[config.mk]
export PLATFORM = sky130hd
export DESIGN_NAME = mem_cmd_gen
export DESIGN_NICKNAME = d
export VERILOG_FILES = /design/src/rtl/mcg_pkg.sv /design/src/rtl/mcg_lfsr.sv /design/src/rtl/mcg_seq_addr.sv /design/src/rtl/mcg_field_sel.sv /design/src/rtl/mem_cmd_gen.sv
export SDC_FILE = /design/constraint.sdc
export NUM_CORES = 1
export LEC_CHECK = 0
export ABC_AREA = 1
export BUFFER_PORTS_ARGS = -buffer_cell sky130_fd_sc_hd__buf_4
export CELL_PAD_IN_SITES_DETAIL_PLACEMENT = 0
export CELL_PAD_IN_SITES_GLOBAL_PLACEMENT = 1
export CORE_UTILIZATION = 40
export DETAILED_ROUTE_END_ITERATION = 8
export PLACE_DENSITY = 0.88
export SYNTH_ARGS = -nofsm -noshare
export SYNTH_HDL_FRONTEND = slang
export SYNTH_SLANG_ARGS = --single-unit
[constraint.sdc]
create_clock -name clk -period 3.84 [get_ports clk]
set_input_delay 0.576 -clock clk [delete_from_list [all_inputs] [get_ports clk]]
set_output_delay 0.576 -clock clk [all_outputs]
set_load 0.02 [all_outputs]
[src/rtl/mcg_pkg.sv]
package mcg_pkg;

  typedef enum logic [1:0] {
    MODE_FIXED = 2'd0,
    MODE_SEQ   = 2'd1,
    MODE_RAND  = 2'd2,
    MODE_ALT   = 2'd3
  } gen_mode_e;

  localparam int unsigned LFSR_W = 32;
  localparam logic [LFSR_W-1:0] SEED_SUBST = 32'h5EED_0001;

  // Fibonacci step, taps 32, 22, 2, 1
  function automatic logic [LFSR_W-1:0] lfsr_advance(input logic [LFSR_W-1:0] s);
    return {s[LFSR_W-2:0], s[31] ^ s[21] ^ s[1] ^ s[0]};
  endfunction

endpackage

[src/rtl/mcg_lfsr.sv]
module mcg_lfsr
  import mcg_pkg::*;
(
  input  logic              clk,
  input  logic              rst_n,
  input  logic              step_en,
  input  logic              primed,
  input  logic [LFSR_W-1:0] seed,
  output logic [LFSR_W-1:0] cur
);

  logic [LFSR_W-1:0] state_q;
  logic [LFSR_W-1:0] state_d;
  logic [LFSR_W-1:0] seed_fix;

  always_comb begin
    seed_fix = (seed == '0) ? SEED_SUBST : seed;
    cur      = primed ? state_q : seed_fix;
    state_d  = step_en ? lfsr_advance(cur) : state_q;
  end

  always_ff @(posedge clk or negedge rst_n) begin
    if (!rst_n) state_q <= SEED_SUBST;
    else        state_q <= state_d;
  end

endmodule

[src/rtl/mcg_seq_addr.sv]
module mcg_seq_addr #(
  parameter int unsigned          ADDR_W     = 32,
  parameter int unsigned          PORT_BYTES = 8,
  parameter logic [ADDR_W-1:0]    WIN_START  = '0,
  parameter logic [ADDR_W-1:0]    WIN_END    = '1
) (
  input  logic              clk,
  input  logic              rst_n,
  input  logic              step_en,
  input  logic              advance,
  input  logic              primed,
  output logic [ADDR_W-1:0] cur
);

  localparam logic [ADDR_W-1:0] END_EFF = WIN_END & ~ADDR_W'(15);
  localparam logic [ADDR_W:0]   STEP    = (ADDR_W+1)'(PORT_BYTES);

  logic [ADDR_W-1:0] addr_q;
  logic [ADDR_W-1:0] addr_d;
  logic [ADDR_W:0]   bumped;
  logic              wraps;

  always_comb begin
    cur    = primed ? addr_q : WIN_START;
    bumped = {1'b0, cur} + STEP;
    wraps  = bumped > {1'b0, END_EFF};
    addr_d = addr_q;
    if (step_en) begin
      if (advance) addr_d = wraps ? WIN_START : bumped[ADDR_W-1:0];
      else         addr_d = cur;
    end
  end

  always_ff @(posedge clk or negedge rst_n) begin
    if (!rst_n) addr_q <= WIN_START;
    else        addr_q <= addr_d;
  end

endmodule

[src/rtl/mcg_field_sel.sv]
module mcg_field_sel
  import mcg_pkg::*;
#(
  parameter int unsigned       ADDR_W    = 32,
  parameter int unsigned       BL_MAX    = 64,
  parameter logic [ADDR_W-1:0] WIN_START = '0,
  parameter logic [ADDR_W-1:0] WIN_END   = '1,
  parameter logic [ADDR_W-1:0] AND_MASK  = '0,
  parameter logic [ADDR_W-1:0] OR_MASK   = '0,
  localparam int unsigned      BL_W      = $clog2(BL_MAX + 1)
) (
  input  logic [1:0]        addr_sel,
  input  logic [1:0]        len_sel,
  input  logic [1:0]        op_sel,
  input  logic [ADDR_W-1:0] fixed_addr,
  input  logic [BL_W-1:0]   fixed_len,
  input  logic              fixed_op,
  input  logic [LFSR_W-1:0] rnd,
  input  logic [ADDR_W-1:0] seq_addr,
  output logic [ADDR_W-1:0] addr,
  output logic [BL_W-1:0]   len,
  output logic              op
);

  localparam logic [ADDR_W-1:0] END_EFF = WIN_END & ~ADDR_W'(15);
  localparam int unsigned       RBL_W   = $clog2(BL_MAX);
  localparam int unsigned       RBL_LSB = 8;
  localparam int unsigned       OP_BIT  = 16;

  logic [ADDR_W-1:0] raw_addr;
  logic [ADDR_W-1:0] folded;
  logic [RBL_W-1:0]  rnd_len;
  logic [BL_W-1:0]   clamp_len;

  always_comb begin
    raw_addr = rnd[ADDR_W-1:0];
    folded   = (raw_addr & ~AND_MASK) | (raw_addr & END_EFF & AND_MASK);
    folded   = folded | (WIN_START & OR_MASK);
    rnd_len  = rnd[RBL_LSB +: RBL_W];

    if (fixed_len == '0)                clamp_len = BL_W'(1);
    else if (fixed_len > BL_W'(BL_MAX)) clamp_len = BL_W'(BL_MAX);
    else                                clamp_len = fixed_len;

    case (gen_mode_e'(addr_sel))
      MODE_SEQ:  addr = seq_addr;
      MODE_RAND: addr = folded;
      default:   addr = fixed_addr;
    endcase

    if (gen_mode_e'(len_sel) == MODE_RAND)
      len = (rnd_len == '0) ? BL_W'(1) : BL_W'(rnd_len);
    else
      len = clamp_len;

    op = (gen_mode_e'(op_sel) == MODE_RAND) ? rnd[OP_BIT] : fixed_op;
  end

endmodule

[src/rtl/mem_cmd_gen.sv]
module mem_cmd_gen
  import mcg_pkg::*;
#(
  parameter int unsigned       ADDR_W     = 32,
  parameter int unsigned       BL_MAX     = 64,
  parameter int unsigned       PORT_BYTES = 8,
  parameter logic [ADDR_W-1:0] WIN_START  = 32'h0000_1000,
  parameter logic [ADDR_W-1:0] WIN_END    = 32'h0000_10FC,
  parameter logic [ADDR_W-1:0] AND_MASK   = 32'hFFFF_FF00,
  parameter logic [ADDR_W-1:0] OR_MASK    = 32'h0000_1000,
  localparam int unsigned      BL_W       = $clog2(BL_MAX + 1)
) (
  input  logic              clk,
  input  logic              rst_n,
  input  logic [1:0]        addr_sel,
  input  logic [1:0]        len_sel,
  input  logic [1:0]        op_sel,
  input  logic [ADDR_W-1:0] fixed_addr,
  input  logic [BL_W-1:0]   fixed_len,
  input  logic              fixed_op,
  input  logic [31:0]       lfsr_seed,
  output logic              cmd_valid,
  input  logic              cmd_ready,
  output logic [ADDR_W-1:0] cmd_addr,
  output logic [BL_W-1:0]   cmd_len,
  output logic              cmd_op
);

  logic              valid_q;
  logic              load;
  logic [LFSR_W-1:0] rnd_cur;
  logic [ADDR_W-1:0] seq_cur;
  logic [ADDR_W-1:0] nxt_addr;
  logic [BL_W-1:0]   nxt_len;
  logic              nxt_op;
  logic [ADDR_W-1:0] addr_q;
  logic [BL_W-1:0]   len_q;
  logic              op_q;

  // load on the first edge after reset or on an accepted command
  always_comb load = !valid_q || cmd_ready;

  mcg_lfsr u_lfsr (
    .clk     (clk),
    .rst_n   (rst_n),
    .step_en (load),
    .primed  (valid_q),
    .seed    (lfsr_seed),
    .cur     (rnd_cur)
  );

  mcg_seq_addr #(
    .ADDR_W     (ADDR_W),
    .PORT_BYTES (PORT_BYTES),
    .WIN_START  (WIN_START),
    .WIN_END    (WIN_END)
  ) u_seq (
    .clk     (clk),
    .rst_n   (rst_n),
    .step_en (load),
    .advance (gen_mode_e'(addr_sel) == MODE_SEQ),
    .primed  (valid_q),
    .cur     (seq_cur)
  );

  mcg_field_sel #(
    .ADDR_W    (ADDR_W),
    .BL_MAX    (BL_MAX),
    .WIN_START (WIN_START),
    .WIN_END   (WIN_END),
    .AND_MASK  (AND_MASK),
    .OR_MASK   (OR_MASK)
  ) u_sel (
    .addr_sel   (addr_sel),
    .len_sel    (len_sel),
    .op_sel     (op_sel),
    .fixed_addr (fixed_addr),
    .fixed_len  (fixed_len),
    .fixed_op   (fixed_op),
    .rnd        (rnd_cur),
    .seq_addr   (seq_cur),
    .addr       (nxt_addr),
    .len        (nxt_len),
    .op         (nxt_op)
  );

  always_ff @(posedge clk or negedge rst_n) begin
    if (!rst_n) begin
      valid_q <= 1'b0;
      addr_q  <= '0;
      len_q   <= BL_W'(1);
      op_q    <= 1'b0;
    end else if (load) begin
      valid_q <= 1'b1;
      addr_q  <= nxt_addr;
      len_q   <= nxt_len;
      op_q    <= nxt_op;
    end
  end

  assign cmd_valid = valid_q;
  assign cmd_addr  = addr_q;
  assign cmd_len   = len_q;
  assign cmd_op    = op_q;

endmodule

## Yosys cells after proc, flatten, opt, wreduce, memory -nomap -nowiden

Cells that the tools add are included.

- Register bits: 105

- Add/sub/neg operators: 1
- Magnitude comparators: 2
- Equality and inequality tests: 4
- Mux-type cells: 11
- Bitwise operators: 4
- Reductions and logical operators: 5

Operators with widths:

| kind | count |
|---|---|
| 32-bit 2-to-1 mux | 5 |
| 32-bit case mux with 2 select lines | 1 |
| 32-bit by 4-bit adder with 33-bit output (second input constant) | 1 |
| 33-bit by 13-bit greater-than comparator with 1-bit output (second input constant) | 1 |
| 32-bit zero test | 1 |
| 7-bit 2-to-1 mux | 3 |
| 8-bit by 1-bit bitwise OR with 8-bit output (second input constant) | 1 |
| 7-bit greater-than comparator (second input constant) | 1 |
| 7-bit zero test | 1 |
| 2-bit equality test (second input constant) | 3 |
| 6-bit zero test | 1 |
| 6-bit 2-to-1 mux | 1 |
| 1-bit XOR | 3 |
| 2-bit by 1-bit equality test with 1-bit output (second input constant) | 1 |
| 1-bit zero test | 1 |
| 1-bit logical OR | 1 |
| 1-bit 2-to-1 mux | 1 |

## Logic depth before layout (Yosys ltp)

Gate-level depths: netlist of run 1.

- Depth after elaboration: 6
- Mapped depth: 23
- Gate-level depth less buffers: 19

## Modules after synthesis

A second synthesis of run 1 with hierarchy kept.

- Cells, all modules: 1,000
- Area, all modules: 6,837.8 µm²

By module, submodules not included:

| module | times used | cells each | area an instance (µm²) | seq. area each (µm²) |
|---|---|---|---|---|
| mcg_seq_addr | 1 | 409 | 2,513.7 | 802.0 |
| mcg_lfsr | 1 | 251 | 1,823.0 | 815.8 |
| mem_cmd_gen | 1 | 179 | 1,704.1 | 1,027.2 |
| mcg_field_sel | 1 | 161 | 797.0 | 0.0 |

## Worst setup path before layout of run 1

No wires, ideal clock.

- Path kind: register to register
- Start: reg valid_q, in the netlist cmd_valid
- End: reg u_seq.addr_q[7]
- Data arrival time: 2,935 ps
- Path slack: 840 ps
- Stages on the path, launching flop included: 22
- Path buffers: 4
- Clock period less this slack: 3,000 ps
- Cell sequence: dfrtp_1 -> buf_6 -> buf_4 -> buf_2 -> clkbuf_1 -> nand2_1 -> inv_1 -> ha_1 -> nand3_1 -> nor2_4 -> nand2_1 -> xor2_1 -> nand2_1 -> nor2_1 -> nand2_1 -> nand2_1 -> nand2_1 -> nor2_2 -> nand4_1 -> nand2_1 -> nand2_1 -> nand2_1

- Word-level cells in the longest chain between the ends: 5
- Elaborated cells between the ends (all ways): 7
- Classes of those cells: add/sub (1); order compare (1); mux (3); reduce/logical (2)

Ends and longest elaborated chain:

| item | RTL line | source |
|---|---|---|
| start, declared | mem_cmd_gen.sv:29 | `logic valid_q;` |
| start signal, assigned | mem_cmd_gen.sv:89 | `valid_q <= 1'b0;` |
| start signal, assigned | mem_cmd_gen.sv:94 | `valid_q <= 1'b1;` |
| 32-bit 2-to-1 mux | mcg_seq_addr.sv:24 | `cur = primed ? addr_q : WIN_START;` |
| 32-bit by 4-bit adder with 33-bit output | mcg_seq_addr.sv:25 | `bumped = {1'b0, cur} + STEP;` |
| 33-bit by 13-bit greater-than comparator with 1-bit output | mcg_seq_addr.sv:26 | `wraps = bumped > {1'b0, END_EFF};` |
| 32-bit 2-to-1 mux (2 in a row) | mcg_seq_addr.sv:29 | `if (advance) addr_d = wraps ? WIN_START : bumped[ADDR_W-1:0];` |
| end signal, assigned | mcg_seq_addr.sv:36 | `else addr_q <= addr_d;` |
| end, declared | mcg_seq_addr.sv:18 | `logic [ADDR_W-1:0] addr_q;` |

Several ways; a longest one is shown, not always the timed one.
A chain may end at the register's enable or synchronous reset.

## Worst setup path in the final report of run 1

Same ends and word-level chain as after synthesis.

==> results.md, run 1 <==
| Group | Item | Value |
|---|---|---|
| synth | Cells taking the most area after synthesis | dfrtp_1 (37%), nand2_1 (13%), dfstp_2 (5.9%) |
| sta | Final critical-path required period | 2842 ps |
| cells and area | Fraction of final layout cells with drive strength greater than 1 | 22.62% |
| grt | Global-route wire length before repair | 28.23 mm |
| place | Number of port buffers | 121 |
| power and ir drop | Lkg Pwr | 3.765 nW |
| cells and area | Nets@finish | 1012 |
| cts | Number of buffers inserted during clock tree synthesis | 9 |
| floorplan | Number of standard-cell rows in the floorplan | 45 |
| power and ir drop | Net switching share of the total power | 29.44% |
| grt | Via count of the first global-routing pass | 5655 |
| synth | Most used standard cell by instance count after synthesis | nand2_1 |
| sta | RSZ-0062 raised after global routing | false |
| min path | Hold Crit Class | in -> async |
| cts | Number of clock sinks | 105 |
| cts | Clk root buf | clkbuf_16 |
| sta | Final max-slew violation count | 0 |
| synth | Library cell occupying the most area in the post-synthesis netlist | dfrtp_1 |
| worst setup path | Worst-path fanout max | 18 |
| power and ir drop | Net load switching power | 821.4 uW |
| cts | Total setup buffers inserted after CTS | 0 |
| synth | Mapped Area | 6230 um2 |
| floorplan | Top Ports | 122 |
| synth | Cells after Synth | 829 |
| sta | Tightest hold margin | 331.6 ps |
| worst setup path | Worst reg2reg setup slack | 1000 ps |
| sta | Number of hold-slack violations in the final timing report | 0 |
| cells and area | Area added between synthesis and finish | 21.83% |
| sta | Final worst-path cycle share | 74.01% |
| sta | Post-route setup TNS | 0 ps |
| worst setup path | R2R Path Start | cmd_valid |
| worst setup path | Critical Path End Type | flip-flop |
| outcome | Result of the run | finished, final reports clean |
| power and ir drop | Pwr/cell area | 367.6 nW/um2 |
| synth | Sequential share of the synthesized area | 42.46% |
| synth | Most instantiated cells after synthesis | nand2_1 (219), dfrtp_1 (91), nor2_1 (82), o21ai_0 (71), inv_1 (68) |
| worst setup path | Worst setup endpoint | u_seq.addr_q[7] |
| worst setup path | Crit path arrival time | 3140 ps |
| worst setup path | Kind of critical path | reg -> reg |
| place | Post-DP HPWL | 12.22 mm |
| routing | Number of vias per cell | 5.233 |
| floorplan | Die outline area | 16080 um2 |
| grt | Total global-route track usage | 22.22% |
| synth | Post-synthesis cell type count | 37 |
| job | Count of maximum capacitance violations | 0 |
| cts | Max clock buf depth | 2 |
| routing | Initial DRC count | 397 |
| power and ir drop | Clk pwr share | 35.5% |
| floorplan | Die extent in y | 126.8 um |
| sta | Setup Viol. Count Final | 0 |
| synth | Net Count, Synth | 913 |
| synth | Fraction of registers with async set/reset | 100.0% |
| sta | Fmax | 351.9 MHz |
| floorplan | Die X | 126.8 um |
| floorplan | Area inside the core boundary | 15200 um2 |
| synth | Total of flip-flops plus latches after synthesis | 105 |
| routing | Routed wirelength normalized by instance count | 15.24 um |
| cts | CTS resizes | 0 |
| synth | Area share of the largest cell type after synthesis | 36.55% |
| power and ir drop | Power Internal | 1.969 mW |
| cts | Clock edge transition at the registers on the reported setup and hold paths | 80 ps |
| sta | Clock Skews | 6.486 ps |
| grt | Antenna violations before repair | 0 |
| sta | Slew at the pin closest to its max-slew limit | 878.0 ps |
| power and ir drop | Power share of the combinational group | 18.7% |
| routing | Pre-antenna DRT Iters | 5 |
| power and ir drop | Sequential fraction of design power | 45.8% |
| worst setup path | Reg2reg path depth | 17 |
| synth | Count of flip-flops with a built-in enable after synthesis | 0 |
| worst setup path | FF-to-FF End | u_seq.addr_q[7] |
| synth | Synth Area per Inst | 7.515 um2 |
| cells and area | Antenna cell count | 0 |
| routing | # DRC | 0 |
| sta | Worst slew margin | 41.47% |
| routing | Via count | 5866 |
| synth | Predominant post-synthesis flop cell | dfrtp_1 |
| worst setup path | Start point of the critical path | cmd_valid |
| routing | Total detailed-routing wirelength | 17.09 mm |
| floorplan | Initial Util | 40.98% |
| cts | Skew-Pair Late Insertion Delay | 360 ps |
| cts | CTS tree | yes |
| grt | Total gr overflow | 0 |
| worst setup path | Startpoint Class | flip-flop |
| worst setup path | Endpoint required time on the critical path | 4140 ps |
| synth | Yosys warning count | 0 |
| power and ir drop | Worst voltage drop across the vdd grid | 261.6 uV |
| cts | H-tree Lvls | 3 |
| grt | Pin count of the biggest net entering global routing | 98 |
| cts | # hold bufs at CTS | 0 |
| routing | DRT antenna net count | 0 |
| place | Final RePlAce weighted congestion | 0.8812 |
cells by family (layout without fill, tap and decap cells):
group                      Yosys count  in the layout  synth area share, %
AOI/OAI and AO/OA                  163            163                15.79
DFF                                105            105                42.46
buffers and inverters              119            223                7.933
xor gates and xnor gates            12             12                1.687
adders and majority gates            3              3               0.6026
other                                1              1              0.06020
and+or+nand+nor                    426            426                31.47
final cells by class:
class / instances / area [um2]
fillers: 1538 / 7612
multi-input cells: 605 / 3100
flip-flops and latches: 105 / 2649
repair buffers: 130 / 1001
inverters: 77 / 289.0
clock buffers: 11 / 252.7
well taps: 188 / 235.2
clock inverters: 5 / 62.56
worst min path at each step:
stage	start	to	slack [ps]
after global routing	rst_n	cmd_addr[12]	410
after CTS	rst_n	cmd_addr[22]	370
final	rst_n	cmd_addr[21]	330
after floorplan	rst_n	cmd_addr[0]	280
after detailed placement	u_lfsr.state_q[0]	u_lfsr.state_q[0]	470
after global placement	u_lfsr.state_q[0]	u_lfsr.state_q[0]	450
power by group through the flow:
stage	clock, mW	combinational [mW]	sequential [mW]
after floorplan	0	0.241	1.34
after global placement	0	0.521	1.30
after detailed placement	0	0.525	1.30
after CTS	1.01	0.527	1.28
after global routing	1.05	0.580	1.29
final	0.992	0.521	1.28
critical path, stage by stage, from the launching register on:
cell     delay [ps]
dfrtp_4         560
nand2_1         110
inv_1           140
ha_1            230
nand3_1         130
nor2_4          160
nand3_1         240
nor2_1          200
nand3_1          80
nand2_1          90
nand2_1          60
nor2_1           90
nand2_1          90
nor2_4          250
nand4_1         130
nand2_1          80
nand2_1          50
nand2_1          80
registers in the layout, indices dropped and copies added (netlist names):
signal / count
cmd_addr: 32
u_lfsr.state_q: 32
u_seq.addr_q: 32
cmd_len: 7
cmd_op: 1
cmd_valid: 1
cells in the final DEF (no fill, tap or decap), drive strengths merged:
master and instances:
a211oi 6, a21oi 33, a221oi 6, a22oi 20, a31oi 11, a41oi 1
buf 130, bufinv 1, clkbuf 11, clkinv 2, clkinvlp 2, conb 1
dfrtp 91, dfstp 14, ha 3, inv 77, nand2 228, nand3 66
nand4 15, nor2 100, nor3 5, nor4 9, o211a 12, o211ai 1
o21ai 73, or2 3, xor2 12
stage by stage:
step,util (%),cell area [um2],std cells,power (mW),setup slack (ps)
after detailed placement,47.85,7274,1105,1.823,1002
final,49.93,7590,1121,2.790,998.1
after global routing,49.93,7590,1121,2.921,689.3
after CTS,49.93,7590,1121,2.814,986.8
after floorplan,-,6230,829,1.581,840.0
after global placement,47.85,7274,1105,1.818,1036
per-layer routing:
| metal | track usage, % | routed length (um) | vias up |
|---|---|---|---|
| li1 | - | - | 2941 |
| met1 | 30.73 | 8262 | 2770 |
| met2 | 35.62 | 7896 | 142 |
| met3 | 2.868 | 707 | 13 |
| met4 | 8.333 | 221 | 0 |
| met5 | 0 | 0 | - |
Power figures use the tool's default switching activity.
==> run 2, diff against run 1 <==
- CORE_UTILIZATION: 40 -> 36
- PLACE_DENSITY: 0.88 -> 0.84
- clock period: 3.84 -> 2.4 ns (I/O delays scaled with it)
==> run 2 against run 1 <==
- the run now ends with negative hold slack, negative setup slack left
- critical path type unchanged
- non-clock buffer count rose by 32
- clock power is 58% higher
- fmax grew 17%
- first-iteration DRC count down 12%
- utilization is 1.7 points lower
==> results.md, run 2 (same netlist as run 1, synthesis figures left out) <==
| Group | Item | Value |
|---|---|---|
| outcome | Result of the run | finished with violations |
| outcome | Violated checks | negative hold slack, negative setup slack |
| sta | Worst-case setup margin in the final layout | -32.71 ps |
| cts | Clock edge transition at the registers on the reported setup and hold paths | 70 ps |
| floorplan | Number of standard-cell rows in the floorplan | 47 |
| sta | Final critical-path required period | 2433 ps |
| power and ir drop | Final Power | 4.529 mW |
| routing | Via count | 5986 |
| power and ir drop | Power Internal | 3.184 mW |
| worst setup path | Kind of critical path | reg -> reg |
| sta | Final worst-path cycle share | 101.4% |
| grt | Total gr overflow | 0 |
| sta | Final max-slew violation count | 0 |
| place | Final RePlAce weighted congestion | 0.8780 |
| routing | Initial DRC count | 348 |
| sta | Worst slew margin | 61.27% |
| sta | Setup Viol. Count Final | 2 |
| cells and area | Area added between synthesis and finish | 29.85% |
| cts | H-tree Lvls | 3 |
| floorplan | Die X | 133.5 um |
| floorplan | Initial Util | 37.17% |
| cells and area | Fraction of final layout cells with drive strength greater than 1 | 26.84% |
| cts | Skew-Pair Late Insertion Delay | 360 ps |
| cts | CTS tree | yes |
| grt | Via count of the first global-routing pass | 5656 |
| cells and area | Design area | 8089 um2 |
| power and ir drop | Worst voltage drop across the vdd grid | 403.0 uV |
| job | Count of maximum capacitance violations | 0 |
| power and ir drop | Net load switching power | 1.345 mW |
| cts | Clk root buf | clkbuf_16 |
| power and ir drop | Pwr/cell area | 559.9 nW/um2 |
| power and ir drop | Clk pwr share | 34.6% |
| routing | Pre-antenna DRT Iters | 5 |
| cells and area | Nets@finish | 1044 |
| cts | Max clock buf depth | 2 |
| routing | Routed wirelength normalized by instance count | 14.76 um |
| cts | Number of buffers inserted during clock tree synthesis | 9 |
| power and ir drop | Sequential fraction of design power | 45.2% |
| routing | Total detailed-routing wirelength | 17.49 mm |
| cts | # hold bufs at CTS | 0 |
| power and ir drop | Lkg Pwr | 4.005 nW |
| sta | Slew at the pin closest to its max-slew limit | 580.9 ps |
| min path | Hold Crit Class | in -> async |
| grt | Antenna violations before repair | 0 |
| worst setup path | Startpoint Class | flip-flop |
| floorplan | Area inside the core boundary | 16760 um2 |
| floorplan | Die extent in y | 133.5 um |
| cts | Number of clock sinks | 105 |
| floorplan | Die outline area | 17830 um2 |
| worst setup path | Critical Path End Type | flip-flop |
| power and ir drop | Power share of the combinational group | 20.2% |
| place | Number of port buffers | 121 |
| routing | # DRC | 0 |
| sta | Fmax | 411.1 MHz |
| worst setup path | Crit path arrival time | 2680 ps |
| sta | Post-route setup TNS | -35.80 ps |
| routing | DRT antenna net count | 0 |
| cells and area | Leading cell type in the layout, fill and taps excluded | nand2_1 |
| worst setup path | Worst-path fanout max | 12 |
| place | Cell area reported after detailed placement | 7575 um2 |
| floorplan | Top Ports | 122 |
| power and ir drop | Net switching share of the total power | 29.70% |
| grt | Total global-route track usage | 20.18% |
| worst setup path | Endpoint required time on the critical path | 2650 ps |
| sta | RSZ-0062 raised after global routing | true |
| sta | Tightest hold margin | -1.703 ps |
| routing | Number of vias per cell | 5.051 |
| sta | Clock Skews | 9.686 ps |
| grt | Global-route wire length before repair | 28.71 mm |
| sta | Number of hold-slack violations in the final timing report | 4 |
| place | Post-DP HPWL | 12.83 mm |
| cells and area | Antenna cell count | 0 |
| grt | Pin count of the biggest net entering global routing | 60 |
| cells and area | Highest-count cells in the layout ignoring fill and taps | nand2_1 (216), buf_4 (150), dfrtp_1 (90), nor2_1 (79), o21ai_0 (71) |
run 2: path summary, 6_finish.rpt:
kind	from	to	slack, ps	cells after the start
worst max-delay path	cmd_valid	u_seq.addr_q[3]	-30	14
worst min-delay path	rst_n	cmd_addr[22]	-2	1
worst max register to register	cmd_valid	u_seq.addr_q[3]	-30	14
worst min register to register	u_lfsr.state_q[0]	u_lfsr.state_q[0]	470	2
max in group asynchronous	rst_n	cmd_len[0]	1650	2
min in group clk	lfsr_seed[29]	u_lfsr.state_q[30]	230	3
run 2: per-layer routing:
layer  part of all wire (%)  GRT usage [%]  up-vias
met1                     49          28.82     2799
met2                     45          31.74      162
li1                       -              -     3010
met3                    5.1          2.854       15
met4                    1.2          5.682        0
met5                      0              0        -
run 2: power by group through the flow:
stage / clock (mW) / sequential, mW / combinational (mW)
finish: 1.57 / 2.05 / 0.915
global route: 1.66 / 2.07 / 1.01
CTS: 1.61 / 2.04 / 0.888
floorplan: 0 / 2.14 / 0.395
detailed placement: 0 / 2.08 / 0.884
global placement: 0 / 2.07 / 0.877
run 2: area by class of cell:
class                      instances  area, um2
sequential                       105       2649
clock buffer                      10      239.0
multi-input combinational        605       3209
tap                              220      275.3
fill                            1711       8671
clock inverter                     6      72.57
timing repair buffer             162       1353
inverter                          77      291.5
run 2: what timing repair did:
item | CTS | global route
gates cloned | 0 | 1
hold endpoints to repair | 0 | 0
resized for setup | 2 | 21
setup endpoints to repair | 1 | 13
pin swaps | 1 | 10
buffers inserted | 1 | 7
run 2: stage by stage:
stage	setup slack, ps	hold WS (ps)	utilization (%)	cells
after detailed placement	2.191	402.9	45.20	1160
after CTS	28.44	17.42	47.12	1177
after global placement	33.66	406.9	45.20	1160
after floorplan	-246.7	64.41	-	829
final	-32.71	-1.703	48.26	1185
after global routing	-178.0	49.44	48.26	1185
run 2: critical path, stage by stage (launching register included):
cell	delay, ps
dfrtp_4	500
buf_6	210
nand3_1	180
nor2_2	180
nand2_2	100
nor2_4	120
nand2_2	80
nor3_1	190
xor2_1	330
nor2_4	60
buf_12	150
nand3_2	70
nand2_1	50
nand3_1	60
nand2_1	50
==> run 3, diff against run 2 <==
- CORE_UTILIZATION: 36 -> 25
- PLACE_DENSITY: 0.84 -> 0.64
==> run 3 against run 2 <==
- the flow now finishes without violations
- via count is 0.74% lower
- first-iteration DRC count is 10% lower
- sequential share of layout area is 0.46 points lower
- critical endpoint unchanged
- global-route usage is 4.3 points lower
- register-to-register slack better by 60 ps
- design area is 1.4% higher
==> results.md, run 3 (same netlist as run 1, synthesis figures left out) <==
| Group | Item | Value |
|---|---|---|
| outcome | Result of the run | finished, final reports clean |
| worst setup path | CP dominant cell by count | nand2_1 |
| power and ir drop | Worst voltage drop across the vdd grid | 328.8 uV |
| sta | Setup Viol. Count Final | 0 |
| grt | Total global-route track usage | 15.84% |
| sta | Clock Skews | 7.217 ps |
| cts | Max clock buf depth | 2 |
| worst setup path | Kind of critical path | reg -> reg |
| cts | Clock edge transition at the registers on the reported setup and hold paths | 90 ps |
| cts | Skew-Pair Late Insertion Delay | 360 ps |
| min path | Hold Crit Class | in -> async |
| routing | Via count | 5942 |
| place | Final RePlAce weighted congestion | 0.8084 |
| routing | # DRC | 0 |
| floorplan | Number of standard-cell rows in the floorplan | 57 |
| power and ir drop | Sequential fraction of design power | 45.8% |
| power and ir drop | Pwr/cell area | 544.1 nW/um2 |
| sta | Slew at the pin closest to its max-slew limit | 615.2 ps |
| worst setup path | Number of buffers and inverters on the critical path | 2 |
| cts | H-tree Lvls | 3 |
| floorplan | Die X | 159.9 um |
| worst setup path | Master of the slowest instance on the critical path | dfrtp_4 |
| cells and area | Antenna cell count | 0 |
| place | Number of port buffers | 121 |
| power and ir drop | Power share of the combinational group | 20.4% |
| worst setup path | Critical Path End Type | flip-flop |
| sta | RSZ-0062 raised after global routing | true |
| sta | Number of hold-slack violations in the final timing report | 0 |
| cts | Number of clock sinks | 105 |
| sta | Tightest hold margin | 13.59 ps |
| power and ir drop | Net load switching power | 1.411 mW |
| cts | Number of buffers inserted during clock tree synthesis | 9 |
| grt | Antenna violations before repair | 0 |
| routing | Number of vias per cell | 4.567 |
| power and ir drop | Clk pwr share | 33.8% |
| worst setup path | R2R Path Start | cmd_valid |
| power and ir drop | Power Internal | 3.054 mW |
| power and ir drop | Lkg Pwr | 4.005 nW |
| cts | CTS tree | yes |
| worst setup path | Endpoint required time on the critical path | 2710 ps |
| worst setup path | Start point of the critical path | cmd_valid |
| place | Post-DP HPWL | 14.53 mm |
| worst setup path | FF-to-FF End | u_seq.addr_q[3] |
| worst setup path | Largest stage delay on the critical path | 460 ps |
| floorplan | Area inside the core boundary | 24390 um2 |
| floorplan | Die outline area | 25550 um2 |
| routing | DRT antenna net count | 0 |
| job | Count of maximum capacitance violations | 0 |
| cts | Clk root buf | clkbuf_16 |
| cells and area | Nets@finish | 1056 |
| cells and area | Fraction of final layout cells with drive strength greater than 1 | 27.43% |
| sta | Worst slew margin | 58.98% |
| routing | Total detailed-routing wirelength | 19.62 mm |
| worst setup path | Worst-path fanout max | 10 |
| sta | Final critical-path required period | 2375 ps |
| grt | Via count of the first global-routing pass | 5952 |
| worst setup path | Kind of cell adding the most delay to the critical path | simple AND/OR/NAND/NOR gates |
| grt | Pin count of the biggest net entering global routing | 106 |
| cts | # hold bufs at CTS | 0 |
| worst setup path | Reg2reg path depth | 18 |
| routing | Routed wirelength normalized by instance count | 15.08 um |
| place | Minimum setup slack after placement | -131.2 ps |
| power and ir drop | Final Power | 4.465 mW |
| floorplan | Die extent in y | 159.9 um |
| cells and area | Sequential standard cell area | 2649 um2 |
| grt | Total gr overflow | 0 |
| worst setup path | Startpoint Class | flip-flop |
| cells and area | Filler cell count in the final layout | 2664 |
| sta | Worst-case setup margin in the final layout | 24.57 ps |
| cells and area | Leading cell type in the layout, fill and taps excluded | nand2_1 |
| cells and area | Highest-count cells in the layout ignoring fill and taps | nand2_1 (216), buf_4 (166), dfrtp_1 (90), nor2_1 (77), o21ai_0 (70) |
| floorplan | Initial Util | 25.54% |
| worst setup path | Worst path cell trace | nand2_2 > inv_2 > ha_4 > nand3_4 > nor2_4 > nand2_2 > o21ai_2 > nand2_1 > nor2_1 > nand2_1 > nor2_1 > nand2_1 > nor2_4 > buf_12 > nand3_2 > nand2_1 > nand3_1 > nand2_1 |
| floorplan | Top Ports | 122 |
| power and ir drop | Net switching share of the total power | 31.61% |
| sta | Final worst-path cycle share | 98.98% |
| sta | Fmax | 421.0 MHz |
| worst setup path | Worst reg2reg setup slack | 20 ps |
| sta | Final max-slew violation count | 0 |
| cells and area | Area added between synthesis and finish | 31.71% |
| grt | Global-route wire length before repair | 32.17 mm |
| routing | Pre-antenna DRT Iters | 4 |
| worst setup path | Crit path arrival time | 2680 ps |
| cells and area | Multi-input gate area in the final layout | 3183 um2 |
| routing | Initial DRC count | 313 |
-- run 3: through the flow --
stage          setup TNS [ps]  util (%)  instances  area [um2]
2_1_floorplan           -2828         -        829        6276
6_report                    0     33.64       1301        8205
3_3_place_gp           -870.0     32.09       1282        7828
4_1_cts                     0     33.42       1299        8152
5_1_grt                 -1905     33.64       1301        8205
3_5_place_dp            -1222     32.09       1282        7828
-- run 3: final cells by class --
| type | count | share of cell area [%] |
|---|---|---|
| sequential | 105 | 32.28 |
| clock buffer | 10 | 2.790 |
| inverter | 77 | 3.522 |
| tap | 324 | 4.941 |
| multi-input combinational | 605 | 38.79 |
| timing repair buffer | 174 | 16.93 |
| clock inverter | 6 | 0.7472 |
-- run 3: worst register-to-register path, stage by stage (launching register included) --
cell	delay, ps
dfrtp_4	460
nand2_2	60
inv_2	90
ha_4	150
nand3_4	60
nor2_4	220
nand2_2	110
o21ai_2	160
nand2_1	80
nor2_1	130
nand2_1	60
nor2_1	100
nand2_1	90
nor2_4	110
buf_12	140
nand3_2	80
nand2_1	80
nand3_1	60
nand2_1	60
-- run 3: timing repair --
item / CTS / global route
pin swaps: 1 / 5
gates resized for setup: 7 / 10
setup buffers: 1 / 2
setup endpoints to repair: 13 / 13
-- run 3: layer usage --
layer	routed length [um]	up-vias	GRT usage, %
li1	-	3033	-
met1	9630	2762	22.25
met2	9061	140	25.47
met3	829	7	3.091
met4	93	0	2.641
met5	0	-	0
-- run 3: how the worst max path moves through the flow --
stage                       to  slack, ps  depth (start not counted)
6_report       u_seq.addr_q[3]         20                         18
2_1_floorplan  u_seq.addr_q[3]       -250                         23
4_1_cts        u_seq.addr_q[3]          4                         18
3_5_place_dp   u_seq.addr_q[3]       -130                         18
5_1_grt        u_seq.addr_q[3]       -220                         20
3_3_place_gp   u_seq.addr_q[3]       -110                         18
-- run 3: power groups by stage --
stage	Sequential [mW]	Clock, mW	Combinational (mW)
2_1_floorplan	2.14	0	0.395
3_3_place_gp	2.08	0	0.908
3_5_place_dp	2.08	0	0.908
4_1_cts	2.05	1.56	0.912
5_1_grt	2.07	1.64	1.02
6_report	2.04	1.51	0.912
